[src/rtl/qdec_pkg.sv]
package qdec_pkg;

  typedef enum logic [1:0] {
    STEP_NONE = 2'd0,
    STEP_FWD  = 2'd1,
    STEP_BAD  = 2'd2,
    STEP_REV  = 2'd3
  } step_e;

  // {A,B} -> position in the forward cycle 00,10,11,01
  function automatic logic [1:0] phase_of(input logic [1:0] ab);
    return {ab[0], ab[1] ^ ab[0]};
  endfunction

  function automatic step_e classify(input logic [1:0] ab_prev, input logic [1:0] ab_cur);
    logic [1:0] diff;
    diff = phase_of(ab_cur) - phase_of(ab_prev);
    return step_e'(diff);
  endfunction

endpackage

[src/rtl/qdec_sync.sv]
module qdec_sync #(
  parameter int          W      = 1,
  parameter int          STAGES = 2,
  parameter logic [W-1:0] RST_V = '0
) (
  input  logic         clk,
  input  logic         rst_n,
  input  logic [W-1:0] d,
  output logic [W-1:0] q
);
  logic [W-1:0] chain [STAGES];

  always_ff @(posedge clk) begin
    if (!rst_n) begin
      for (int i = 0; i < STAGES; i++) chain[i] <= RST_V;
    end else begin
      chain[0] <= d;
      for (int i = 1; i < STAGES; i++) chain[i] <= chain[i-1];
    end
  end

  assign q = chain[STAGES-1];
endmodule

[src/rtl/qdec_decode.sv]
module qdec_decode
  import qdec_pkg::*;
#(
  parameter int POS_W = 32
) (
  input  logic             clk,
  input  logic             rst_n,
  input  logic             en,
  input  logic [1:0]       ab_s,
  input  logic             err_clr,
  output logic [POS_W-1:0] pos_q,
  output logic [POS_W-1:0] pos_nxt,
  output logic             both_low_edge,
  output logic             err_q
);
  logic [1:0] ab_p;
  step_e      step;

  assign step = classify(ab_p, ab_s);

  always_comb begin
    pos_nxt = pos_q;
    if (en) begin
      case (step)
        STEP_FWD: pos_nxt = pos_q + 1'b1;
        STEP_REV: pos_nxt = pos_q - 1'b1;
        default:  pos_nxt = pos_q;
      endcase
    end
  end

  assign both_low_edge = en && (ab_s == 2'b00) && (ab_p != 2'b00);

  always_ff @(posedge clk) begin
    if (!rst_n) begin
      ab_p  <= 2'b00;
      pos_q <= '0;
      err_q <= 1'b0;
    end else begin
      ab_p  <= ab_s;
      pos_q <= pos_nxt;
      if (en && step == STEP_BAD) err_q <= 1'b1;
      else if (err_clr)           err_q <= 1'b0;
    end
  end

  AST_ONE_STEP: assert property (@(posedge clk) disable iff (!rst_n)
    (pos_q == $past(pos_q)) || (pos_q == $past(pos_q) + 1'b1) || (pos_q == $past(pos_q) - 1'b1));
  AST_BAD_FREEZE: assert property (@(posedge clk) disable iff (!rst_n)
    (en && step == STEP_BAD) |=> $stable(pos_q));
  AST_ERR_STICKY: assert property (@(posedge clk) disable iff (!rst_n)
    (err_q && !err_clr) |=> err_q);
endmodule

[src/rtl/qdec_capture.sv]
module qdec_capture #(
  parameter int POS_W = 32
) (
  input  logic             clk,
  input  logic             rst_n,
  input  logic             en,
  input  logic             sel_home,
  input  logic             idx_s,
  input  logic             home_s,
  input  logic             both_low_edge,
  input  logic [POS_W-1:0] pos_nxt,
  input  logic             cap_ready,
  output logic             cap_valid,
  output logic [POS_W-1:0] cap_pos
);
  logic idx_p, home_p, armed_q;
  logic idx_fall, home_fire, idx_fire, trig;

  assign idx_fall  = idx_p & ~idx_s;
  assign home_fire = en & home_p & ~home_s;
  assign idx_fire  = en & armed_q & ~idx_s & both_low_edge;
  assign trig      = sel_home ? home_fire : idx_fire;

  always_ff @(posedge clk) begin
    if (!rst_n) begin
      idx_p     <= 1'b1;
      home_p    <= 1'b1;
      armed_q   <= 1'b0;
      cap_valid <= 1'b0;
      cap_pos   <= '0;
    end else begin
      idx_p  <= idx_s;
      home_p <= home_s;
      if (!en || idx_s)  armed_q <= 1'b0;
      else if (idx_fall) armed_q <= 1'b1;
      else if (idx_fire) armed_q <= 1'b0;
      if (cap_valid) begin
        if (cap_ready) cap_valid <= 1'b0;
      end else if (trig) begin
        cap_valid <= 1'b1;
        cap_pos   <= pos_nxt;
      end
    end
  end

  AST_CAP_HOLD: assert property (@(posedge clk) disable iff (!rst_n)
    (cap_valid && !cap_ready) |=> (cap_valid && $stable(cap_pos)));
  AST_ARM_DROP: assert property (@(posedge clk) disable iff (!rst_n)
    idx_s |=> !armed_q);
endmodule

[src/rtl/qdec_axis.sv]
module qdec_axis #(
  parameter int POS_W       = 32,
  parameter int SYNC_STAGES = 2
) (
  input  logic             clk,
  input  logic             rst_n,
  input  logic             a_raw,
  input  logic             b_raw,
  input  logic             idx_raw,
  input  logic             home_raw,
  input  logic             sel_home,
  input  logic             err_clr,
  input  logic             cap_ready,
  output logic [POS_W-1:0] pos,
  output logic             cap_valid,
  output logic [POS_W-1:0] cap_pos,
  output logic             err
);
  localparam int WARM    = SYNC_STAGES + 1;
  localparam int WW      = $clog2(WARM + 1);
  localparam logic [WW-1:0] WARM_V = WW'(WARM);

  logic [1:0]       ab_s, ref_s;
  logic [WW-1:0]    warm_q;
  logic             en;
  logic [POS_W-1:0] pos_nxt;
  logic             low_edge;

  qdec_sync #(.W(2), .STAGES(SYNC_STAGES), .RST_V(2'b00)) u_sync_ab (
    .clk(clk), .rst_n(rst_n), .d({a_raw, b_raw}), .q(ab_s));
  qdec_sync #(.W(2), .STAGES(SYNC_STAGES), .RST_V(2'b11)) u_sync_ref (
    .clk(clk), .rst_n(rst_n), .d({idx_raw, home_raw}), .q(ref_s));

  always_ff @(posedge clk) begin
    if (!rst_n)             warm_q <= '0;
    else if (warm_q != WARM_V) warm_q <= warm_q + 1'b1;
  end
  assign en = (warm_q == WARM_V);

  qdec_decode #(.POS_W(POS_W)) u_decode (
    .clk(clk), .rst_n(rst_n), .en(en), .ab_s(ab_s), .err_clr(err_clr),
    .pos_q(pos), .pos_nxt(pos_nxt), .both_low_edge(low_edge), .err_q(err));

  qdec_capture #(.POS_W(POS_W)) u_capture (
    .clk(clk), .rst_n(rst_n), .en(en), .sel_home(sel_home),
    .idx_s(ref_s[1]), .home_s(ref_s[0]), .both_low_edge(low_edge),
    .pos_nxt(pos_nxt), .cap_ready(cap_ready),
    .cap_valid(cap_valid), .cap_pos(cap_pos));
endmodule

[src/rtl/qdec_dual.sv]
module qdec_dual #(
  parameter int NUM_AXES    = 2,
  parameter int POS_W       = 32,
  parameter int SYNC_STAGES = 2
) (
  input  logic                      clk,
  input  logic                      rst_n,
  input  logic [NUM_AXES-1:0]       enc_a,
  input  logic [NUM_AXES-1:0]       enc_b,
  input  logic [NUM_AXES-1:0]       index_n,
  input  logic [NUM_AXES-1:0]       home_n,
  input  logic [NUM_AXES-1:0]       src_sel,
  input  logic [NUM_AXES-1:0]       err_clr,
  input  logic [NUM_AXES-1:0]       cap_ready,
  output logic [NUM_AXES*POS_W-1:0] pos_live,
  output logic [NUM_AXES-1:0]       cap_valid,
  output logic [NUM_AXES*POS_W-1:0] cap_pos,
  output logic [NUM_AXES-1:0]       err_flag
);
  for (genvar k = 0; k < NUM_AXES; k++) begin : g_axis
    qdec_axis #(.POS_W(POS_W), .SYNC_STAGES(SYNC_STAGES)) u_axis (
      .clk(clk), .rst_n(rst_n),
      .a_raw(enc_a[k]), .b_raw(enc_b[k]),
      .idx_raw(index_n[k]), .home_raw(home_n[k]),
      .sel_home(src_sel[k]), .err_clr(err_clr[k]), .cap_ready(cap_ready[k]),
      .pos(pos_live[k*POS_W +: POS_W]),
      .cap_valid(cap_valid[k]),
      .cap_pos(cap_pos[k*POS_W +: POS_W]),
      .err(err_flag[k]));
  end
endmodule

[config.mk]
export PLATFORM = sky130hd
export DESIGN_NAME = qdec_dual
export DESIGN_NICKNAME = d
export VERILOG_FILES = /design/src/rtl/qdec_pkg.sv /design/src/rtl/qdec_sync.sv /design/src/rtl/qdec_decode.sv /design/src/rtl/qdec_capture.sv /design/src/rtl/qdec_axis.sv /design/src/rtl/qdec_dual.sv
export SDC_FILE = /design/constraint.sdc
export NUM_CORES = 1
export LEC_CHECK = 0
export BUFFER_PORTS_ARGS = -buffer_cell sky130_fd_sc_hd__buf_4
export CAP_MARGIN = 20
export CORE_MARGIN = 2
export CORE_UTILIZATION = 45
export DETAILED_ROUTE_END_ITERATION = 6
export PLACE_DENSITY = 0.66
export SYNTH_ARGS = -nofsm -noshare
export SYNTH_HDL_FRONTEND = slang
export SYNTH_HIERARCHICAL = 1
export SYNTH_SLANG_ARGS = --single-unit
export TNS_END_PERCENT = 5
[constraint.sdc]
create_clock -name clk -period 7.88 [get_ports clk]
set_input_delay 0.394 -clock clk [delete_from_list [all_inputs] [get_ports clk]]
set_output_delay 0.394 -clock clk [all_outputs]
set_load 0.1 [all_outputs]
# Word-level counts from Yosys, hierarchy flattened
# Memories as Yosys holds them, arrays and structs flattened.
# Cells that the tools add are included.
# W data, S select, Z words.
# totals
out_inout_bits	132
inputBits	16
ramBits	16
register_bits	146
mem_count	4
wordCells	123
# op_classes
n_reduce_logical	22
n_eq_ne	10
addsub	8
n_bitwise	31
n_mux	30
# memory_table
memory	words	word_bits	read_ports	rd_clocked_by_memory_dff	wr	line	rtl
g_axis[0].u_axis.u_sync_ab.chain	2	2	2	0	2	qdec_sync.sv:11	logic [W-1:0] chain [STAGES];
g_axis[0].u_axis.u_sync_ref.chain	2	2	2	0	2	qdec_sync.sv:11	
g_axis[1].u_axis.u_sync_ab.chain	2	2	2	0	2	qdec_sync.sv:11	
g_axis[1].u_axis.u_sync_ref.chain	2	2	2	0	2	qdec_sync.sv:11	
# ops
cell	n
$pmux W32 S2	2
$add A32 B1 Y32 const B	2
$mux W32	2
$sub A32 B1 Y32 const B	2
$mux W1	18
$mux W2	8
$and A1 B1 Y1	12
$eq A2 B2 Y1 const B	6
$reduce_bool A2 Y1	6
$or A1 B1 Y1	8
$not A1 Y1	7
$logic_and A1 B1 Y1	6
$add A2 B1 Y2 const B	2
$eq A2 B1 Y1 const B	2
$logic_not A2 Y1	2
$ne A2 B2 Y1 const B	2
$reduce_and A2 Y1	2
$reduce_or A2 Y1	2
$sub A2 B2 Y2	2
$xor A1 B1 Y1	4
$logic_not A1 Y1	2
$logic_or A1 B1 Y1	2

# Longest topological paths before layout
# Gate-level depths: netlist of the first run.
# depth
ltp_word	7
ltp_mapped	21
mapped_depth_nobuf	16

# Modules after synthesis
# The synthesis of the first run kept the hierarchy.
# modules_own_cells
module	n_inst	cells_each	seq_area_each_um2	area_per_inst_um2
qdec_decode (g_axis[1].u_axis.u_decode)	1	415	700.7	3078.0
qdec_decode (g_axis[0].u_axis.u_decode)	1	409	700.7	3011.6
qdec_capture	2	153	720.7	1472.7
qdec_sync	4	10	80.1	120.1
qdec_axis	2	8	40.0	96.3

# Worst setup path after synthesis of the first run
# Ideal clock, no wire load.
# synth_path
path_kind	reg2reg
startpoint	mem g_axis[1].u_axis.u_sync_ab.chain[1][0], in the netlist g_axis[1].u_axis/u_sync_ab/chain[0][2]
endpoint	reg g_axis[1].u_axis.u_capture.cap_pos[28]
path_slack_ps	3852
arrival_ps	3956
synth_period_minus_slack_ps	4028
setup_time_ps	72
n_path_buf	4
required_time_ps	7808
stages_incl_launch_ff	21
path_cell_list	dfxtp_1 -> buf_4 -> inv_1 -> ha_1 -> inv_1 -> ha_1 -> clkbuf_1 -> inv_1 -> nand2_1 -> clkbuf_1 -> xnor2_1 -> ha_1 -> nand4_1 -> or3b_1 -> clkbuf_1 -> mux2_2 -> a21bo_2 -> a21boi_1 -> xnor2_1 -> nand2_1 -> mux2i_1
# synth_lines
item	line	rtl
start: declaration	qdec_sync.sv:11	
end signal: assignment	qdec_capture.sv:41	cap_pos <= pos_nxt;
end: declaration	qdec_capture.sv:14	output logic [POS_W-1:0] cap_pos

==> impl_results.md, run 1 <==
* Run status: finished, final reports clean
* Final Cycle Share at between 60% and 70%
* Post-synth EDFFs at 0
* DR iter-0 viols at roughly 760
* Comb power frac at 9.1%
* Clock Path Buffers at 2
* Post-Synth Adder-Cell Area at 1.55%
* Vias at 9066
* Mapped Area at just under 10000 sq um
* Syn Nets at 1214
* GRT overflow at 0
* Syn_area_per_cell at 8.19 sq um
* Final WL at 28300 microns
* Synth Area in Compound Gates at 9.94%
* HP Class: primary input to flop
* Max Fclk at around 200 MHz
* Final RePlAce weighted congestion at 0.924
* All-layer global routing usage at approximately a quarter
* Commonest cells in the netlist: 196 x nand2_1, 162 x dfxtp_1, 85 x mux2i_1
* Yosys top cell area share at 33.4%
* DRT Pass-1 Iters at 5
* Initial antenna violation count at 0
* Critical Path Sink Type: flop
* Worst Max-Slew Pin Slew at 1.10 ns
* CP Max Fanout at 25
* Hold buffer count at cts at 0
* Layout cell share with drive strength beyond 1 at between 10% and 20%
* Multiplexer share of the synthesized area at 9.00%
* P_sw at 519 uW
* Internal at between 1000 and 1500 uW
* Die Y at roughly 150 microns
* Clock Sinks at 162
* FF-to-FF Start: g_axis[1].u_axis/u_sync_ab/chain[0][2]$_SDFF_PN0_
* Flop pwr share at 43.4%
* First-pass GRT wire length at 45300 microns
* Post-synthesis cell count at 1186
* Leak at 0.00438 uW
* Relative max-transition margin at between 20% and 30%
* Largest family of logic cells by synthesized area: simple AND/OR/NAND/NOR gates
* Async SR Flop Fraction at 0%
* Worst Skew at 0.0129 ns
* Post-layout nets at between 1000 and 1500
* Min-delay src: home_n[0]
* Hold-critical path depth at 2
* Maximum VDD drop at 0.000134 V
* Setup slack, reg-to-reg at 2.95 ns
* Ys Warns at 6
* CTS tree: yes
* WL/cell at about 18 microns
* Setup tns final at 0 ns
* Area Overhead vs Synth at 16.4%
* Count of final setup violators at 0
* Path type of the worst setup path: flop to flop
* Crit path launch type: flop
* Initial core utilization at 46.0%
* HPWL Detailed at 20200 microns
* Max Slew Vio Count at 0
* Ys flop type: dfxtp_1
* Port Buf Inserts at 147
* Clock power share at 47.5%
* Final routed DRC violation total at 0
* Crit path time final at 4.93 ns
* Io pins at 148
* CTS root buffer: clkbuf_16
* Total core area at 21100 sq um
* Worst reg2reg endpoint: g_axis[1].u_axis/u_capture/cap_pos[20]$_SDFFE_PN0P_
* Hold endpoint: g_axis[0].u_axis/u_sync_ref/chain[0][0]$_SDFF_PN1_
* Power Dens Cells at approximately 170 nW/um^2
* Via/cell ratio at 5.87
* Number of global-route vias before repair at 8472
* Number of post-CTS setup repair buffers at 0
* Switch share at between 20% and 30%
* Required time worst endpoint at 8.25 ns
* Max Cap Violations at 0
* Register area share after synthesis at between 30 and 40%
* Largest net degree at the start of global routing at 78
* CTS HTree Levels at 4
* Antenna diodes at 0
* Area leader, netlist: dfxtp_1
* Worst skew pair latency at 0.44 ns
* RSZ-0062 raised after global routing: no
* Cts repair resizes at 0
* Row Count at 53
* R2r worst-path depth at 16
* Antenna Violating Nets Remaining at 0
* Top cells by area, synth: dfxtp_1 33%, mux2i_1 8.8%, nand2_1 7.6%, and2_1 4.0%, nand4_1 3.0%
* Fin area at ~11000 sq um
* Die ar. at 22800 sq um
* CTS buffer count at 17
* Final Hold Viols at 0
* Die Width at between 150 and 200 microns
* CP Data Arrival Time at 5.30 ns
* Simple-gate share of the synthesized area at 33.2%
* Synth unique cells at between 80 and 90
* Clock slew at reported path FFs at 0.07 ns
* Xor-xnor portion of the synthesized cell area at under 10%
* Most common cell in the synthesized netlist: nand2_1
* Synthesis-stage register bit count at 162
* Placed Area at 10700 sq um
worst max-delay path, cell delays in order, from the launching register on:
cell     delay [ns]
dfxtp_1        0.36
inv_1          0.08
ha_1           0.31
inv_1          0.05
ha_1           0.63
inv_1          0.23
nand2_1        0.70
xnor2_1        0.13
ha_1           0.29
nor4_1         0.50
nand3_1        0.43
o21ai_0        0.41
a32oi_1        0.11
or3_1          0.37
nand2_1        0.08
nand2_1        0.05
mux2i_1        0.13
cell families (layout without fill, tap and decap cells):
family | count (synthesis) | in the layout
fa+ha+maj | 12 | 12
flops | 162 | 162
simple gates | 603 | 603
buf+inv | 130 | 213
mux | 87 | 87
compound gates | 132 | 132
xor+xnor | 60 | 60
placed cells by master, fill, tap and decap left out, types with 5 or more instances in the layout:
| master | instances |
|---|---|
| a21o_1 | 5 |
| or2_2 | 7 |
| and3_1 | 8 |
| xor2_1 | 26 |
| inv_6 | 5 |
| a31oi_1 | 5 |
| or4_1 | 15 |
| clkbuf_16 | 17 |
| dfxtp_1 | 162 |
| and4_1 | 7 |
| mux2i_1 | 85 |
| nand2_1 | 196 |
| nor2_1 | 61 |
| nand3_1 | 41 |
| buf_4 | 156 |
| xnor2_1 | 30 |
| inv_1 | 22 |
| nand2b_1 | 26 |
| nand4_1 | 47 |
| and2_1 | 62 |
| nor4b_1 | 6 |
| nor4_1 | 41 |
| or3_1 | 16 |
| a32oi_1 | 8 |
| a21oi_1 | 30 |
| nor3b_1 | 7 |
| o21ai_0 | 23 |
| nor2b_1 | 7 |
| nor3_1 | 33 |
| ha_1 | 12 |
| nand3b_1 | 5 |
cell type report:
| class | count | area, sq um |
|---|---|---|
| multi-input cells | 894 | 5790 |
| fillers | 2029 | 9790 |
| flip-flops and latches | 162 | 3240 |
| inverters | 24 | 90.1 |
| well taps | 275 | 344 |
| clock inverters | 15 | 218 |
| clock buffers | 17 | 425 |
| repair buffers | 157 | 1180 |
registers in the layout, indices dropped and copies added (netlist names):
register	count
g_axis.u_axis/u_sync_ref/chain	8
g_axis.u_axis/u_sync_ab/chain	8
g_axis.u_axis/u_capture/home_p	2
g_axis.u_axis/u_capture/cap_pos	64
g_axis.u_axis/u_decode/err_q	2
g_axis.u_axis/u_capture/armed_q	2
g_axis.u_axis/u_decode/ab_p	4
g_axis.u_axis/warm_q	4
g_axis.u_axis/u_capture/cap_valid	2
g_axis.u_axis/u_capture/idx_p	2
g_axis.u_axis/u_decode/pos_q	64
worst max-delay path by stage:
stage / depth (start not counted) / end / slack, ns / startpoint
finish: 16 / g_axis[1].u_axis/u_capture/cap_pos[20]$_SDFFE_PN0P_ / 2.95 / g_axis[1].u_axis/u_sync_ab/chain[0][2]$_SDFF_PN0_
global route: 16 / g_axis[1].u_axis/u_capture/cap_pos[20]$_SDFFE_PN0P_ / 2.44 / g_axis[1].u_axis/u_sync_ab/chain[0][2]$_SDFF_PN0_
CTS: 16 / g_axis[1].u_axis/u_capture/cap_pos[28]$_SDFFE_PN0P_ / 3.02 / g_axis[1].u_axis/u_sync_ab/chain[0][2]$_SDFF_PN0_
detailed placement: 16 / g_axis[1].u_axis/u_capture/cap_pos[28]$_SDFFE_PN0P_ / 3.07 / g_axis[1].u_axis/u_sync_ab/chain[0][2]$_SDFF_PN0_
global placement: 15 / g_axis[1].u_axis/u_capture/cap_pos[28]$_SDFFE_PN0P_ / 3.19 / g_axis[1].u_axis/u_decode/ab_p[0]$_SDFF_PN0_
floorplan: 20 / g_axis[1].u_axis/u_capture/cap_pos[28]$_SDFFE_PN0P_ / 3.85 / g_axis[1].u_axis/u_sync_ab/chain[0][2]$_SDFF_PN0_
layer usage:
layer	GRT usage, %	wire length (microns)	part of all wire [%]	vias up
met4	9.07	773	2.7	0
li1	-	-	-	4364
met1	32.1	12000	42	4271
met2	42.6	13700	49	369
met5	0	0	0	-
met3	4.04	1770	6.2	62
power groups by stage:
stage / combinational (uW) / sequential (uW) / clock (uW)
3_5_place_dp: 177 / 864 / 0
5_1_grt: 195 / 847 / 975
4_1_cts: 178 / 846 / 941
6_report: 178 / 846 / 927
2_1_floorplan: 118 / 882 / 0
3_3_place_gp: 176 / 864 / 0
through the flow:
stage	hold WS (ns)	util (%)	setup WS, ns	total power (uW)	instances
final	0.132	53.6	2.95	1950	1544
after global placement	0.388	50.5	3.19	1040	1512
after floorplan	0.386	-	3.85	1000	1186
after CTS	0.125	53.6	3.02	1960	1544
after global routing	0.136	53.6	2.44	2020	1544
after detailed placement	0.395	50.5	3.07	1040	1512
Note: power is estimated with default switching activity, not from simulation.
==> run 2: changes to the inputs <==
Settings changed: ABC_AREA from default to 1, PLACE_DENSITY 0.66 to default.
Clock period 7.88 ns to 4.6 ns, I/O delays scaled along.
==> run 2 against run 1 <==
Utilization decreased by 0.50 points. Global-route usage rose by 1.3 points. Worst hold slack worse by 0.091 ns. Critical path depth up 5. Cell area rose by 14%. Synthesized cell count up 54%. Wire length grew 21%. Combinational power increased to 3.4 times the previous value. Clock skew about the same. Final cell count grew 47%. Critical path type unchanged. Critical endpoint is now g_axis[1].u_axis/u_capture/cap_pos[27]$_SDFFE_PN0P_.
==> impl_results.md, run 2 <==
* Cells along the critical path: inv_1 > ha_1 > ha_1 > inv_1 > nand3_4 > inv_4 > nand2_1 > nand2_1 > nor2_1 > nand2_1 > o21ai_0 > a21oi_1 > nand2_1 > nand2_1 > nand3_1 > nand2_1 > inv_1 > inv_1 > nand3_1 > nand2_1 > nor2_1
* Clock Sinks at 162
* Most common cell in the synthesized netlist: nand2_1
* Crit path time final at between 3 and 4 ns
* Yosys top cell area share at ~29%
* Area Overhead vs Synth at 15.7%
* Worst Max-Slew Pin Slew at between 1 and 1.5 ns
* Cell family with most CP delay: simple AND/OR/NAND/NOR gates
* Count of final setup violators at 0
* HPWL Detailed at 24900 microns
* Layout cell share with drive strength beyond 1 at about 16%
* Post-synthesis cell count at 1825
* Die Width at roughly 160 microns
* CP Data Arrival Time at 4.10 ns
* Post-layout nets at 1961
* Commonest non-fill, non-tap cell in the layout: nand2_1
* Top cells by area, synth: dfxtp_1 29%, nand2_1 19%, inv_1 9.6%, nor2_1 6.9%, nand3_1 6.3%
* Syn Nets at 1853
* Post-synth EDFFs at 0
* Setup ws final at 0.829 ns
* Fin area at 12900 sq um
* GRT overflow at 0
* Via/cell ratio at ~5.0
* Layout Cells excl Fill at 2270
* Largest stage delay on the critical path at 0.48 ns
* CTS buffer count at 17
* Antenna diodes at 0
* Initial core utilization at roughly 46%
* Ys Warns at 6
* Top Registers: g_axis.u_axis/u_capture/cap_pos x64, g_axis.u_axis/u_decode/pos_q x64
* Clock Path Buffers at 2
* First-pass GRT wire length at 55600 microns
* Ys flop type: dfxtp_1
* FF-to-FF Start: g_axis[1].u_axis/u_decode/ab_p[0]$_SDFF_PN0_
* Syn_area_per_cell at 6.11 sq um
* Worst skew pair latency at 0.44 ns
* Antenna Violating Nets Remaining at 0
* Max Slew Vio Count at 0
* Min-delay src: err_clr[0]
* Pre-CTS setup slack at roughly 0.9 ns
* CP Max Fanout at approximately 50
* Die ar. at 26100 sq um
* Final Hold Viols at 0
* Path type of the worst setup path: flop to flop
* Initial antenna violation count at 0
* Row Count at 57
* Vias at 11400
* Port Buf Inserts at 147
* CTS root buffer: clkbuf_16
* Critical Path Sink Type: flop
* Final RePlAce weighted congestion at about 0.96
* Setup slack, reg-to-reg at 0.83 ns
* HP Class: primary input to flop
* Worst reg2reg endpoint: g_axis[1].u_axis/u_capture/cap_pos[27]$_SDFFE_PN0P_
* Mapped Area at 11200 sq um
* Total core area at 24300 sq um
* Final routed DRC violation total at 0
* Crit-path most repeated cell: nand2_1
* Run status: finished, final reports clean
* Largest net degree at the start of global routing at 67
* DR iter-0 viols at 873
* Register area share after synthesis at 29.1%
* Final WL at ~34000 microns
* Maximum VDD drop at between 0.00015 and 0.0002 V
* Most frequent cells in the layout: 569 x nand2_1, 283 x inv_1, 203 x nor2_1
* Cell total after placement at 2230
* Setup tns final at 0 ns
* DRT Pass-1 Iters at 7
* WL/cell at 15.1 microns
* All-layer global routing usage at 26.3%
* CP bufs+invs at 5
* Final Cycle Share at 82.0%
* R2r worst-path depth at 21
* Total power at 3510 uW
* Io pins at 148
* Max Fclk at 265 MHz
* Placed Area at approximately 12000 sq um
* Power Dens Cells at 272 nW/um^2
* Hold endpoint: g_axis[0].u_axis/u_decode/err_q$_SDFFE_PN0P_
* Commonest cells in the netlist: 571 x nand2_1, 285 x inv_1, 205 x nor2_1
* Number of global-route vias before repair at 10600
* Clock slew at reported path FFs at ~0.070 ns
* Die Y at around 160 microns
* Max Cap Violations at 0
* RSZ-0062 raised after global routing: no
* CTS tree: yes
* Area leader, netlist: dfxtp_1
* Worst Skew at 0.0127 ns
* Crit path launch type: flop
* Crit-path slowest cell: inv_4
* Required time worst endpoint at between 4 and 5 ns
* Hold-critical path depth at 4
* CTS HTree Levels at 4
* Relative max-transition margin at 29.0%
* Synthesis-stage register bit count at 162
* Synth unique cells at 39
* Async SR Flop Fraction at 0%
* Leak at 0.00638 uW
run 2: changes by cell type after synthesis, sizes merged, moves of 75 or more:
cell	delta
a21oi	+75
nand2	+425
inv	+275
nand3	+104
mux2i	-85
nor2	+168
run 2: tightest hold or removal path, cell delays in order:
cell	delay (ns)
buf_4	0.08
inv_1	0.03
nand2_1	0.04
a21oi_1	0.06
run 2: layout make-up:
cell class | count | area, sq um
clock buffers | 18 | 429
clock inverters | 14 | 140
fillers | 2554 | 11400
inverters | 298 | 1120
multi-input cells | 1288 | 6280
flip-flops and latches | 162 | 3240
well taps | 324 | 405
repair buffers | 166 | 1290
run 2: worst max path at each step:
stage	startpoint	to	cells past startpoint
after global routing	g_axis[1].u_axis/u_sync_ab/chain[0][2]$_SDFF_PN0_	g_axis[1].u_axis/u_capture/cap_pos[27]$_SDFFE_PN0P_	22
after CTS	g_axis[1].u_axis/u_sync_ab/chain[0][2]$_SDFF_PN0_	g_axis[1].u_axis/u_capture/cap_pos[27]$_SDFFE_PN0P_	22
final	g_axis[1].u_axis/u_decode/ab_p[0]$_SDFF_PN0_	g_axis[1].u_axis/u_capture/cap_pos[27]$_SDFFE_PN0P_	21
after floorplan	g_axis[0].u_axis/u_sync_ab/chain[0][2]$_SDFF_PN0_	g_axis[0].u_axis/u_capture/cap_pos[28]$_SDFFE_PN0P_	28
after detailed placement	g_axis[1].u_axis/u_sync_ab/chain[0][2]$_SDFF_PN0_	g_axis[1].u_axis/u_capture/cap_pos[27]$_SDFFE_PN0P_	22
after global placement	g_axis[1].u_axis/u_sync_ab/chain[0][2]$_SDFF_PN0_	g_axis[1].u_axis/u_capture/cap_pos[27]$_SDFFE_PN0P_	22
run 2: kinds of logic after synthesis:
family          synth area share [%]
compound gates                  11.9
xor+xnor                        2.66
fa+ha+maj                       1.35
buf+inv                         14.7
flops                           29.1
simple gates                    40.3
run 2: layer usage:
metal  track usage (%)  vias up  part of all wire [%]
met3              4.44       21                   6.3
met2              40.5      332                    42
li1                  -     5915                     -
met1              38.6     5169                    50
met5                 0        -                     0
met4              5.52        0                   1.0
run 2: power by group:
part | switching [uW] | internal (uW) | total [uW]
sequential | 45.3 | 1440 | 1480
clock | 666 | 762 | 1430
combinational | 437 | 162 | 599
run 2: timing repair:
action	in CTS	in global routing
endpoints found under the hold margin	8	0
setup buffers	0	0
resized for setup	0	0
hold buffers	8	0
run 2: through the flow:
| stage | hold WS (ns) | util [%] |
|---|---|---|
| final | 0.0409 | 53.1 |
| after global routing | 0.0604 | 53.1 |
| after CTS | 0.0323 | 53.1 |
| after detailed placement | 0.387 | 50.4 |
| after global placement | 0.385 | 50.3 |
| after floorplan | 0.299 | - |
